`src/rtl/dmac_pkg.sv`:
```
package dmac_pkg;
    localparam int EVT_N = 16;

    localparam logic [2:0] SEL_CTRL  = 3'd0;
    localparam logic [2:0] SEL_PADDR = 3'd1;
    localparam logic [2:0] SEL_RADDR = 3'd2;
    localparam logic [2:0] SEL_COUNT = 3'd3;
    localparam logic [2:0] SEL_MODE  = 3'd4;

    typedef struct packed {
        logic [3:0] trig_sel;
        logic       word;
        logic       to_periph;
    } mode_t;

    typedef enum logic [1:0] {
        ENG_IDLE  = 2'd0,
        ENG_READ  = 2'd1,
        ENG_WRITE = 2'd2
    } eng_state_e;
endpackage

```
`src/rtl/dmac_chan.sv`:
```
module dmac_chan
    import dmac_pkg::*;
#(
    parameter int AW = 16,
    parameter int CW = 16
) (
    input  logic              clk,
    input  logic              rst_n,
    input  logic              cfg_we,
    input  logic [2:0]        cfg_sel,
    input  logic [AW-1:0]     cfg_wdata,
    input  logic              sw_trig,
    input  logic [EVT_N-1:0]  hw_evt,
    input  logic              take,
    input  logic              step,
    output logic              req,
    output logic              en,
    output logic              armed,
    output logic [AW-1:0]     paddr,
    output logic [AW-1:0]     raddr,
    output mode_t             mode,
    output logic              irq
);
    logic          en_q, start_q, pend_q, irq_q;
    logic [AW-1:0] paddr_q, raddr_q;
    logic [CW-1:0] cnt_q;
    mode_t         mode_q;
    logic          trig_hit;
    logic [AW-1:0] inc;

    assign trig_hit = start_q && (sw_trig || hw_evt[mode_q.trig_sel]);
    assign inc      = mode_q.word ? AW'(2) : AW'(1);

    always_ff @(posedge clk or negedge rst_n) begin
        if (!rst_n) begin
            en_q    <= 1'b0;
            start_q <= 1'b0;
            pend_q  <= 1'b0;
            irq_q   <= 1'b0;
            paddr_q <= '0;
            raddr_q <= '0;
            cnt_q   <= '0;
            mode_q  <= '0;
        end else begin
            irq_q <= 1'b0;
            if (take)     pend_q <= 1'b0;
            if (trig_hit) pend_q <= 1'b1;
            if (step) begin
                raddr_q <= raddr_q + inc;
                cnt_q   <= cnt_q - CW'(1);
                if (cnt_q == CW'(1)) begin
                    start_q <= 1'b0;
                    pend_q  <= 1'b0;
                    irq_q   <= 1'b1;
                end
            end
            if (cfg_we && en_q) begin
                unique case (cfg_sel)
                    SEL_PADDR: paddr_q <= cfg_wdata;
                    SEL_RADDR: raddr_q <= cfg_wdata;
                    SEL_COUNT: cnt_q   <= cfg_wdata[CW-1:0];
                    SEL_MODE:  mode_q  <= mode_t'(cfg_wdata[5:0]);
                    default: ;
                endcase
            end
            if (cfg_we && cfg_sel == SEL_CTRL) begin
                en_q    <= cfg_wdata[0];
                start_q <= cfg_wdata[0] & cfg_wdata[1];
                if (!(cfg_wdata[0] && cfg_wdata[1])) pend_q <= 1'b0;
            end
        end
    end

    assign req   = pend_q && start_q;
    assign en    = en_q;
    assign armed = start_q;
    assign paddr = paddr_q;
    assign raddr = raddr_q;
    assign mode  = mode_q;
    assign irq   = irq_q;

    assert_irq_single_R8: assert property (@(posedge clk) disable iff (!rst_n)
        irq_q |=> !irq_q);
    assert_irq_disarms_R8: assert property (@(posedge clk) disable iff (!rst_n)
        irq_q |-> !start_q);
    assert_disabled_quiet_R1: assert property (@(posedge clk) disable iff (!rst_n)
        !en_q |-> (!start_q && !pend_q));
    assert_count_step_R7: assert property (@(posedge clk) disable iff (!rst_n)
        (step && !cfg_we) |=> cnt_q == $past(cnt_q) - CW'(1));
endmodule

```
`src/rtl/dmac_arb.sv`:
```
module dmac_arb #(
    parameter int NCH = 2
) (
    input  logic [NCH-1:0] req,
    output logic [NCH-1:0] grant
);
    always_comb begin
        grant = '0;
        for (int i = NCH - 1; i >= 0; i--) begin
            if (req[i]) begin
                grant    = '0;
                grant[i] = 1'b1;
            end
        end
    end

    always_comb begin
        assert_grant_onehot_R9: assert ($onehot0(grant));
    end

    generate
        for (genvar g = 1; g < NCH; g++) begin : g_prio
            always_comb begin
                assert_low_first_R9: assert (!(grant[g] && (|req[g-1:0])));
            end
        end
    endgenerate
endmodule

```
`src/rtl/dmac_eng.sv`:
```
module dmac_eng
    import dmac_pkg::*;
#(
    parameter int NCH = 2,
    parameter int AW  = 16,
    parameter int DW  = 16
) (
    input  logic                    clk,
    input  logic                    rst_n,
    input  logic [NCH-1:0]          grant,
    input  logic [NCH-1:0]          en_a,
    input  logic [NCH-1:0][AW-1:0]  paddr_a,
    input  logic [NCH-1:0][AW-1:0]  raddr_a,
    input  mode_t [NCH-1:0]         mode_a,
    output logic [NCH-1:0]          take,
    output logic [NCH-1:0]          step,
    output logic                    bus_req,
    output logic                    bus_we,
    output logic                    bus_word,
    output logic [AW-1:0]           bus_addr,
    output logic [DW-1:0]           bus_wdata,
    input  logic [DW-1:0]           bus_rdata,
    input  logic                    bus_ack
);
    localparam int CHW = (NCH > 1) ? $clog2(NCH) : 1;

    eng_state_e    state_q, state_nx;
    logic [CHW-1:0] cur_q, gidx;
    logic [AW-1:0]  src_q, dst_q;
    logic           word_q;
    logic [DW-1:0]  data_q;

    always_comb begin
        gidx = '0;
        for (int i = NCH - 1; i >= 0; i--) begin
            if (grant[i]) gidx = CHW'(i);
        end
    end

    always_ff @(posedge clk or negedge rst_n) begin
        if (!rst_n) state_q <= ENG_IDLE;
        else        state_q <= state_nx;
    end

    always_comb begin
        state_nx = state_q;
        unique case (state_q)
            ENG_IDLE:  if (|grant) state_nx = ENG_READ;
            ENG_READ:  if (bus_ack) state_nx = en_a[cur_q] ? ENG_WRITE : ENG_IDLE;
            ENG_WRITE: if (bus_ack) state_nx = ENG_IDLE;
            default:   state_nx = ENG_IDLE;
        endcase
    end

    always_ff @(posedge clk or negedge rst_n) begin
        if (!rst_n) begin
            cur_q  <= '0;
            src_q  <= '0;
            dst_q  <= '0;
            word_q <= 1'b0;
            data_q <= '0;
        end else begin
            if (state_q == ENG_IDLE && (|grant)) begin
                cur_q  <= gidx;
                word_q <= mode_a[gidx].word;
                src_q  <= mode_a[gidx].to_periph ? raddr_a[gidx] : paddr_a[gidx];
                dst_q  <= mode_a[gidx].to_periph ? paddr_a[gidx] : raddr_a[gidx];
            end
            if (state_q == ENG_READ && bus_ack) data_q <= bus_rdata;
        end
    end

    always_comb begin
        take     = '0;
        step     = '0;
        bus_req  = 1'b0;
        bus_we   = 1'b0;
        bus_addr = src_q;
        unique case (state_q)
            ENG_IDLE: take = grant;
            ENG_READ: bus_req = 1'b1;
            ENG_WRITE: begin
                bus_req  = 1'b1;
                bus_we   = 1'b1;
                bus_addr = dst_q;
                if (bus_ack && en_a[cur_q]) step[cur_q] = 1'b1;
            end
            default: ;
        endcase
    end

    assign bus_wdata = data_q;
    assign bus_word  = word_q;

    assert_req_held_R5: assert property (@(posedge clk) disable iff (!rst_n)
        (bus_req && !bus_ack) |=> bus_req);
    assert_addr_steady_R5: assert property (@(posedge clk) disable iff (!rst_n)
        (bus_req && !bus_ack) |=> $stable(bus_addr));
    assert_step_on_write_R7: assert property (@(posedge clk) disable iff (!rst_n)
        (|step) |-> (bus_we && bus_ack));
    assert_read_before_write_R5: assert property (@(posedge clk) disable iff (!rst_n)
        $rose(bus_we) |-> $past(bus_req && !bus_we && bus_ack));
endmodule

```
`src/rtl/dual_dma_ctrl.sv`:
```
module dual_dma_ctrl
    import dmac_pkg::*;
#(
    parameter int AW  = 16,
    parameter int CW  = 16,
    parameter int DW  = 16,
    parameter int NCH = 2
) (
    input  logic                  clk,
    input  logic                  rst_n,
    input  logic                  cfg_we,
    input  logic                  cfg_ch,
    input  logic [2:0]            cfg_sel,
    input  logic [AW-1:0]         cfg_wdata,
    input  logic [NCH-1:0]        sw_trig,
    input  logic [EVT_N-1:0]      hw_evt,
    output logic                  bus_req,
    output logic                  bus_we,
    output logic                  bus_word,
    output logic [AW-1:0]         bus_addr,
    output logic [DW-1:0]         bus_wdata,
    input  logic [DW-1:0]         bus_rdata,
    input  logic                  bus_ack,
    output logic [NCH-1:0]        ch_armed,
    output logic [NCH-1:0]        dma_irq
);
    logic [NCH-1:0]         req_a, grant, take, step, en_a;
    logic [NCH-1:0][AW-1:0] paddr_a, raddr_a;
    mode_t [NCH-1:0]        mode_a;

    generate
        for (genvar c = 0; c < NCH; c++) begin : g_ch
            dmac_chan #(.AW(AW), .CW(CW)) u_chan (
                .clk       (clk),
                .rst_n     (rst_n),
                .cfg_we    (cfg_we && (int'(cfg_ch) == c)),
                .cfg_sel   (cfg_sel),
                .cfg_wdata (cfg_wdata),
                .sw_trig   (sw_trig[c]),
                .hw_evt    (hw_evt),
                .take      (take[c]),
                .step      (step[c]),
                .req       (req_a[c]),
                .en        (en_a[c]),
                .armed     (ch_armed[c]),
                .paddr     (paddr_a[c]),
                .raddr     (raddr_a[c]),
                .mode      (mode_a[c]),
                .irq       (dma_irq[c])
            );
        end
    endgenerate

    dmac_arb #(.NCH(NCH)) u_arb (
        .req   (req_a),
        .grant (grant)
    );

    dmac_eng #(.NCH(NCH), .AW(AW), .DW(DW)) u_eng (
        .clk       (clk),
        .rst_n     (rst_n),
        .grant     (grant),
        .en_a      (en_a),
        .paddr_a   (paddr_a),
        .raddr_a   (raddr_a),
        .mode_a    (mode_a),
        .take      (take),
        .step      (step),
        .bus_req   (bus_req),
        .bus_we    (bus_we),
        .bus_word  (bus_word),
        .bus_addr  (bus_addr),
        .bus_wdata (bus_wdata),
        .bus_rdata (bus_rdata),
        .bus_ack   (bus_ack)
    );
endmodule

```
`config.mk`:
```
export PLATFORM = sky130hd
export DESIGN_NAME = dual_dma_ctrl
export DESIGN_NICKNAME = d
export VERILOG_FILES = /design/src/rtl/dmac_pkg.sv /design/src/rtl/dmac_chan.sv /design/src/rtl/dmac_arb.sv /design/src/rtl/dmac_eng.sv /design/src/rtl/dual_dma_ctrl.sv
export SDC_FILE = /design/constraint.sdc
export NUM_CORES = 1
export LEC_CHECK = 0
export BUFFER_PORTS_ARGS = -buffer_cell sky130_fd_sc_hd__buf_2
export CORE_MARGIN = 2
export CORE_UTILIZATION = 23
export DETAILED_ROUTE_END_ITERATION = 8
export PLACE_DENSITY = 0.48
export SYNTH_ARGS = -nofsm -noshare
export SYNTH_HDL_FRONTEND = slang
export SYNTH_SLANG_ARGS = --single-unit
```
`constraint.sdc`:
```
create_clock -name clk -period 1.84 [get_ports clk]
set_input_delay 0.276 -clock clk [delete_from_list [all_inputs] [get_ports clk]]
set_output_delay 0.276 -clock clk [all_outputs]
set_load 0.02 [all_outputs]
```
== After elaboration in Yosys (flattened, before gate mapping) ==
Cells that the tools add are included.

* Add/sub/neg operators: 4
* $lt $le $gt $ge: 5
* Equal/unequal tests: 11
* Multiplexer cells: 67
* Bitwise gates (word level): 2
* Reductions and logical operators: 32

{| class="wikitable"
|+ Operators by type and width
! operator !! count
|-
| 2-to-1 mux 16 bit || 19
|-
| adder 16 bit || 2
|-
| equality test 16 x 1 -> 1 bit, second input constant || 2
|-
| subtractor 16 x 1 -> 16 bit, second input constant || 2
|-
| 2-to-1 mux 1 bit || 31
|-
| 2-to-1 mux 2 bit || 13
|-
| logical AND 1 bit || 15
|-
| AND reduction 2 bit || 6
|-
| less-than comparator 4 x 5 -> 1 bit, second input constant || 2
|-
| binary-select mux 1 bit (select 4 bit) || 2
|-
| nonzero test 2 bit || 4
|-
| equality test 3 x 2 -> 1 bit, second input constant || 2
|-
| != test 2 bit, second input constant || 3
|-
| one-hot mux 2 bit (3 select lines) || 1
|-
| less-than comparator 1 x 2 -> 1 bit, second input constant || 2
|-
| OR reduction 2 bit || 2
|-
| equality test 3 x 1 -> 1 bit, second input constant || 1
|-
| equality test 3 bit, second input constant || 1
|-
| logical NOT 3 bit || 1
|-
| AND reduction 3 bit || 1
|-
| equality test 2 x 1 -> 1 bit, second input constant || 1
|-
| equality test 2 bit, second input constant || 1
|-
| logical NOT 2 bit || 1
|-
| logical OR 1 bit || 2
|-
| other kinds (4) || 4
|}

* Register bits: 168
* Bits of input ports: 58
* Output and inout bits: 39
* Logic and storage cells: 147

== Longest topological paths before layout ==
Gate-level depths: netlist of the first run.

* Depth in word-level cells: 10
* Mapped depth: 9
* Gate-level depth less buffers: 8

== By module ==
Synthesis of the first run repeated with hierarchy kept, for this count alone.

* Cells, all modules: 864
* Area, all modules: 9441.6 um^2

{| class="wikitable"
|+ Modules (own cells, without submodules)
! module !! instances !! cells an instance !! area each (um^2) !! seq. area each (um^2)
|-
| dmac_eng || 1 || 293 || 3454.6 || 1301.2
|-
| dmac_chan (g_ch[0].u_chan) || 1 || 292 || 3032.9 || 1451.4
|-
| dmac_chan (g_ch[1].u_chan) || 1 || 275 || 2916.5 || 1451.4
|-
| dmac_arb || 1 || 2 || 21.3 || 0.0
|-
| dual_dma_ctrl || 1 || 2 || 16.3 || 0.0
|}

== Worst setup path before layout of the first run ==
No wires, ideal clock.

* Kind: reg-to-reg
* Start: reg u_eng.state_q[0]
* End: reg g_ch[1].u_chan.start_q
* Library setup time: 140 ps
* Arrival time: 1934 ps
* Data required time: 1700 ps
* Setup slack: -233 ps
* Stages on the path, launching flop included: 9
* Path buffers: 1
* Period minus slack after synthesis: 2073 ps
* Cells stage by stage: dfrtp_1 -> inv_1 -> ha_1 -> buf_4 -> nand4_2 -> nor4_1 -> nand3_1 -> nor3b_2 -> o22ai_1

* Word-level cells in the longest chain between the ends: 4

{| class="wikitable"
|+ RTL lines
! item !! line !! source
|-
| start: declaration || dmac_eng.sv:27 || <nowiki>eng_state_e state_q, state_nx;</nowiki>
|-
| start signal: assignment || dmac_eng.sv:42 || <nowiki>else state_q <= state_nx;</nowiki>
|-
| equality test 2 bit || dmac_eng.sv:79 || <nowiki>unique case (state_q)</nowiki>
|-
| 2-to-1 mux 2 bit || dmac_eng.sv:79 ||
|-
| nonzero test 2 bit (no line) || n/a ||
|-
| AND reduction 2 bit (no line) || n/a ||
|-
| end signal: assignment || dmac_chan.sv:68 || <nowiki>start_q <= cfg_wdata[0] & cfg_wdata[1];</nowiki>
|-
| end: declaration || dmac_chan.sv:24 || <nowiki>logic en_q, start_q, pend_q, irq_q;</nowiki>
|}

No other way between the ends.
A chain may end at the register's enable or synchronous reset.

== Final worst setup path of the first run ==
* Start: reg u_eng.state_q[0]
* End: out bus_addr[7]

* Word-level cells in the longest chain between the ends: 2

{| class="wikitable"
|+ RTL lines
! item !! line !! source
|-
| equality test 2 bit || dmac_eng.sv:79 ||
|-
| 2-to-1 mux 16 bit || dmac_eng.sv:79 ||
|-
| end: declaration || dual_dma_ctrl.sv:20 || <nowiki>output logic [AW-1:0] bus_addr,</nowiki>
|}

No other way between the ends.

==> results of run 1 <==
[cell usage after synthesis (4+ instances only)]
cell type | instances | share of area, %
dfrtp_1 | 168 | 47
mux2_2 | 114 | 14
nand2_1 | 93 | 3.9
nor2_1 | 61 | 2.6
o21ai_0 | 58 | 3.3
a21oi_1 | 41 | 2.3
mux2i_1 | 35 | 3.9
xnor2_1 | 28 | 2.8
xor2_1 | 27 | 2.7
clkbuf_1 | 23 | 0.97
nand3_1 | 21 | 1.2
inv_1 | 14 | 0.59
ha_1 | 11 | 1.6
buf_4 | 10 | 0.85
o21ai_1 | 9 | 0.51
and4_1 | 6 | 0.59
buf_2 | 6 | 0.34
nand4_1 | 6 | 0.42
nor3b_1 | 6 | 0.51
a21o_1 | 5 | 0.42
nor4_1 | 5 | 0.35
nor4_2 | 5 | 0.70
and3_1 | 4 | 0.28
mux4_1 | 4 | 1.2
mux4_2 | 4 | 1.0
[registers in the layout (all words and copies together), names as in the netlist]
signal / cells
g_ch.u_chan.cnt_q: 32
g_ch.u_chan.paddr: 32
g_ch.u_chan.raddr: 32
u_eng.bus_wdata: 16
u_eng.dst_q: 16
u_eng.src_q: 16
g_ch.u_chan.mode: 12
g_ch.u_chan.armed: 2
g_ch.u_chan.en: 2
g_ch.u_chan.irq: 2
g_ch.u_chan.pend_q: 2
u_eng.state_q: 2
u_eng.bus_word: 1
u_eng.cur_q: 1
[worst paths after layout]
path,endpoint,start,slack [ns],cells past startpoint
hold / removal,u_eng.bus_wdata[7],bus_rdata[7],0.07,2
min in group asynchronous,u_eng.bus_wdata[12],rst_n,0.34,2
max in group asynchronous,g_ch[1].u_chan.paddr[15],rst_n,0.91,3
setup / recovery,bus_addr[7],u_eng.state_q[0],-0.21,6
hold reg to reg,u_eng.dst_q[3],u_eng.dst_q[3],0.48,2
setup reg to reg,g_ch[0].u_chan.cnt_q[14],u_eng.state_q[0],-0.17,10
[power by group]
| part | leakage [nW] | internal (mW) | switching (mW) |
|---|---|---|---|
| sequential | 2.19 | 4.98 | 1.10 |
| clock | 0.302 | 1.98 | 1.83 |
| combinational | 2.93 | 3.31 | 2.93 |
[worst max-delay path, cell delays in order, from the launching register on]
cell and delay, ns:
dfrtp_1 0.39, inv_2 0.08, ha_4 0.14, buf_4 0.11
buf_12 0.14, mux2_4 0.32, buf_6 0.13
[area by class of cell]
type                            instances  area (sq um)
Clock buffer                           17         425.4
Clock inverter                         15         201.4
Fill cell                            3927         25770
Timing Repair Buffer                  195          1664
Tap cell                              511         639.4
Antenna cell                            1         2.502
Multi-Input combinational cell        583          4883
Sequential cell                       168          4205
Inverter                               14         52.55
[routing by layer]
layer,global-route usage [%],vias up
met2,18.29,80
met1,16.65,3173
met5,0,-
met3,2.240,20
li1,-,3207
met4,3.360,2
[logic make-up after synthesis]
group / Yosys count
mux: 158
fa+ha+maj: 13
flops: 168
buf+inv: 56
compound gates: 121
xor+xnor: 55
simple gates: 236
[timing repair]
item / CTS / global route
resized for setup: 91 / 84
hold endpoints to repair: 37 / 0
hold buffers: 1 / 0
pin swaps: 31 / 57
gates cloned: 1 / 1
setup endpoints to repair: 30 / 100
setup buffers: 8 / 18
==> flow_summary.toml, run 1 <==
[job]
drv_cap = 0

[sta]
hold_viol_final = 0
finalMaxSlewViolations = 0
fin_ws_ns = -0.2114
period_minus_slack_ns = 2.051
hold_ws_ns = 0.06984
fmax_mhz = 487.5
tightest_slew_ns = 0.5153
final.setup.tns_ns = -6.541
maxSlewHeadroom_pct = 65.65
rsz0062_at_grt = "true"
finalSetupViolations = 63
fin_crit_sh_pct = 111.5
skew_ns = 0.01241

[routing]
wl_met3_microns = 752
via_per_inst = 4.310
drc = 0
ant_nets = 0
drt-pass1-iter-count = 4
drt-met1-wl_mm = 11.65
dr_wl_met2_mm = 10.86
vias = 6482
wl_per_cell_microns = 15.67
top_layer = "met5"
wirelength_mm = 23.56
drtIter0Drc = 298

[clock_network]
clk_path_buf_depth = 2
h-tree-depth = 4
cts_tree = "built"
path_clk_slew_ns = 0.08
insertion_delay_ns = 0.44
clock_sinks = 168
cts_made_buffers = 17
cts-root-buf = "clkbuf_16"

[yosys]
synthAdderAreaFrac_pct = 2.002
synth-edff-count = 0
ys_seq_area_share_pct = 47.36
yosysWarningCount = 0
yosys.area_share.simple_pct = 14.22
syn_inst = 807
async_flop_share_pct = 100.0
yosys-mux-area-fraction_pct = 20.76
syn_nets = 878
synth_xor_area_share_pct = 5.427
synthFlopType = "dfrtp_1"
synth_seq_cells = 168
synth_compound_area_share_pct = 7.246
synth_cell_types = 57
syn_area_sq_um = 8876
postSynthAreaPerCell_sq_um = 11.00
synth_top_family_by_area = "multiplexers"

[placement]
portBuffers = 96
dp_slack_ns = -0.08168
placed_area_sq_um = 10550
hpwl_mm = 16.40
routabilityCongestion = 0.7395
post-place-cells = 1443

[critical_path]
startpoint_type = "flip-flop"
path_class = "flip-flop to primary output"
arrival_ns = 1.78
crit_required_ns = 1.56
cp_max_fo = 8
endpoint_kind = "primary output"

[floorplanning]
fp.dieW_microns = 200.4
dieArea_sq_um = 40180
start_util_pct = 23.45
core-area_sq_um = 37840
num_io_pins = 97
die_h_microns = 200.4
placementRows = 71

[run_status]
status = "complete, but fails checks"
violations = "setup timing"

[layout]
nets = 1050
final_util_pct = 31.91
area_delta_synth_final_pct = 36.03
final_common_cell = "dfrtp_1"
final_cell_count_no_fill = 1504
final_cell_mix = "dfrtp_1 (167), mux2_2 (97), nand2_1 (84)"
layout-drive-gt1-share_pct = 43.04
final_area_sq_um = 12070

[power_and_ir_drop]
design_power_total_mw = 16.14
power_density_nw_per_um2 = 1337
irDropWorstVdd_mv = 0.6569
p_leak_nw = 5.415

[global_route]
gr-total-overflow = 0
grt_max_degree = 68
grt_usage_pct = 11.78
grt_pass1_vias = 6485
antenna_found_initial = 2
grt_pass1_wl_mm = 37.38

[worst_hold_path]
hold_path_class = "primary input to flip-flop"
Note: power is estimated with default switching activity, not from simulation.
==> inputs of run 2 (changes only) <==
--- a/config.mk
+++ b/config.mk
@@ -9,7 +9,8 @@
 export CORE_MARGIN = 2
 export CORE_UTILIZATION = 23
 export DETAILED_ROUTE_END_ITERATION = 8
-export PLACE_DENSITY = 0.48
+export PLACE_DENSITY = 0.47
 export SYNTH_ARGS = -nofsm -noshare
 export SYNTH_HDL_FRONTEND = slang
+export SYNTH_HIERARCHICAL = 1
 export SYNTH_SLANG_ARGS = --single-unit
==> constraint.sdc (replaced) <==
create_clock -name clk -period 1.7 [get_ports clk]
set_input_delay 0.255 -clock clk [delete_from_list [all_inputs] [get_ports clk]]
set_output_delay 0.255 -clock clk [all_outputs]
set_load 0.02 [all_outputs]
==> run 2 against run 1 <==
Against the previous run:
- power increased by 4.3%
- critical path type is now flip-flop to flip-flop
- clock-buffer cell count is 5 higher
- first-iteration DRC count up 1.7%
- largest power group unchanged
- the flow still finishes with violations (setup timing)
- clock skew grew 0.00064 ns
==> flow_summary.toml, run 2 <==
[run_status]
status = "complete, but fails checks"
violations = "setup timing"

[power_and_ir_drop]
irDropWorstVdd_mv = 0.5731
power_density_nw_per_um2 = 1289
p_leak_nw = 5.732

[floorplanning]
num_io_pins = 97
dieArea_sq_um = 42690
core-area_sq_um = 40650
start_util_pct = 23.23
die_h_microns = 206.6
fp.dieW_microns = 206.6
placementRows = 74

[global_route]
grt_max_degree = 65
gr-total-overflow = 0
grt_pass1_wl_mm = 40.91
grt_pass1_vias = 7248
antenna_found_initial = 0
grt_usage_pct = 12.61

[clock_network]
cts-root-buf = "clkbuf_16"
h-tree-depth = 4
path_clk_slew_ns = 0.07
clk_path_buf_depth = 2
cts_tree = "built"
insertion_delay_ns = 0.44
cts_made_buffers = 17
clock_sinks = 168

[yosys]
async_flop_share_pct = 100.0
yosys.area.top_type = "dfrtp_1"
synth_top_area_share_pct = 44.53
synth_seq_cells = 168
synth-edff-count = 0
synthFlopType = "dfrtp_1"
syn_nets = 936
yosysWarningCount = 6
synth_common_cells = "dfrtp_1 (168), nand2_1 (93), mux2_2 (86)"
synth_cell_types = 66
postSynthAreaPerCell_sq_um = 10.93
ys_seq_area_share_pct = 44.53
synth.top_cells.by_area = "dfrtp_1 (45%), mux2_2 (10%), mux2i_1 (7.6%)"
synth_most_common_cell = "dfrtp_1"
syn_area_sq_um = 9442
syn_inst = 864

[layout]
fill_cells = 4139
final_common_cell = "dfrtp_1"
diodes = 0
final_area_sq_um = 13070
register_area_sq_um = 4205
final_cell_mix = "dfrtp_1 (167), buf_4 (111), nand2_1 (86), buf_2 (86), mux2_2 (76)"
layout-drive-gt1-share_pct = 45.59
area_delta_synth_final_pct = 38.38
nets = 1160
multi_input_area_sq_um = 5520
final_cell_count_no_fill = 1633

[routing]
ant_nets = 0
wl_per_cell_microns = 16.07
via_per_inst = 4.432
drtIter0Drc = 303
drt-pass1-iter-count = 6
drc = 0
wirelength_mm = 26.24
vias = 7238

[sta]
finalSetupViolations = 76
hold_viol_final = 0
fin_ws_ns = -0.5426
fin_crit_sh_pct = 131.9
skew_ns = 0.01304
maxSlewHeadroom_pct = 74.13
finalMaxSlewViolations = 0
fmax_mhz = 445.9
rsz0062_at_grt = "true"
period_minus_slack_ns = 2.243
tightest_slew_ns = 0.3881

[critical_path]
cp_cell_sequence = "inv_2 -> ha_4 -> nand2_4 -> nor3b_4 -> or4b_4 -> or2_4 -> or4_4 -> a31oi_1"
crit_required_ns = 2.07
slowest_delay_ns = 0.50
endpoint_kind = "flip-flop"
path_class = "flip-flop to flip-flop"
arrival_ns = 2.61
cp_max_fo = 4
startpoint_type = "flip-flop"
cp_slowest_cell = "or4b_4"

[placement]
placed_area_sq_um = 11570
dp_slack_ns = -0.6200
hpwl_mm = 18.61
routabilityCongestion = 0.7754
portBuffers = 96
post-place-cells = 1570

[worst_hold_path]
hold_path_class = "primary input to flip-flop"

[job]
drv_cap = 0
[run 2: changes by cell type after synthesis, sizes merged, moves of 4 or more]
| cell | delta |
|---|---|
| nor2 | -8 |
| nor2b | +6 |
| and2 | +8 |
| inv | +4 |
| and4 | -4 |
| a21o | -4 |
| nor3b | -4 |
| a31oi | +6 |
| or3 | +5 |
| xor2 | -6 |
| a21oi | -10 |
| nor3 | +7 |
| mux2i | +36 |
| or4b | +5 |
[run 2: logic make-up after synthesis]
| group | count (synthesis) | synth area share [%] |
|---|---|---|
| flops | 168 | 44.53 |
| fa+ha+maj | 14 | 2.014 |
| buf+inv | 62 | 3.472 |
| mux | 194 | 24.09 |
| simple gates | 260 | 14.19 |
| xor+xnor | 46 | 4.267 |
| compound gates | 120 | 7.435 |
[run 2: final cells by class]
class	instances	area share [%]
well taps	532	5.095
repair buffers	249	15.43
flip-flops and latches	168	32.19
multi-input cells	634	42.25
inverters	18	0.5171
clock buffers	22	3.706
clock inverters	10	0.8140
[run 2: final timing paths]
| path | startpoint | to | slack [ns] | cells after the start |
|---|---|---|---|---|
| worst max-delay path | u_eng/state_q[0] | g_ch[0].u_chan/cnt_q[15] | -0.54 | 8 |
| worst min-delay path | bus_rdata[6] | u_eng/bus_wdata[6] | 0.04 | 2 |
| worst max register to register | u_eng/state_q[0] | g_ch[0].u_chan/cnt_q[15] | -0.54 | 8 |
| worst min register to register | u_eng/dst_q[4] | u_eng/dst_q[4] | 0.47 | 2 |
| max in group asynchronous | rst_n | u_eng/dst_q[7] | 0.83 | 3 |
| min in group asynchronous | rst_n | g_ch[1].u_chan/paddr[2] | 0.30 | 2 |
[run 2: critical path: cells and delay by family (launching register included)]
family | cells | cell delay, ns
compound gates | 1 | 0.14
fa+ha+maj | 1 | 0.14
buf+inv | 1 | 0.08
flops | 1 | 0.39
simple gates | 5 | 1.43
[run 2: layer usage]
| metal | up-vias | global-route usage [%] | part of all wire [%] |
|---|---|---|---|
| li1 | 3525 | - | - |
| met1 | 3610 | 17.00 | 48 |
| met2 | 89 | 20.65 | 48 |
| met3 | 14 | 2.245 | 3.2 |
| met4 | 0 | 3.673 | 1.1 |
| met5 | - | 0 | 0 |
[run 2: through the flow]
step	TNS (ns)	hold slack (ns)	util, %	power, mW
after global placement	-14.08	0.1950	28.47	12.11
after CTS	-20.65	0.02089	30.51	16.59
after detailed placement	-15.29	0.1892	28.47	12.21
final	-21.48	0.04431	32.14	16.84
after global routing	-30.28	0.02403	32.14	17.95
after floorplan	-21.65	-0.04059	-	9.891
[run 2: repair_timing]
action | 4_1_cts | 5_1_grt
hold endpoints to repair | 29 | 0
resized for setup | 44 | 110
gates cloned | 0 | 3
endpoints found under the setup margin | 75 | 85
hold buffers | 1 | 0
setup buffers | 6 | 24
pin swaps | 18 | 52
[run 2: power breakdown]
part	switching [mW]	total, mW	internal (mW)
Sequential	0.843	6.02	5.18
Combinational	3.26	6.87	3.60
Clock	1.75	3.95	2.20
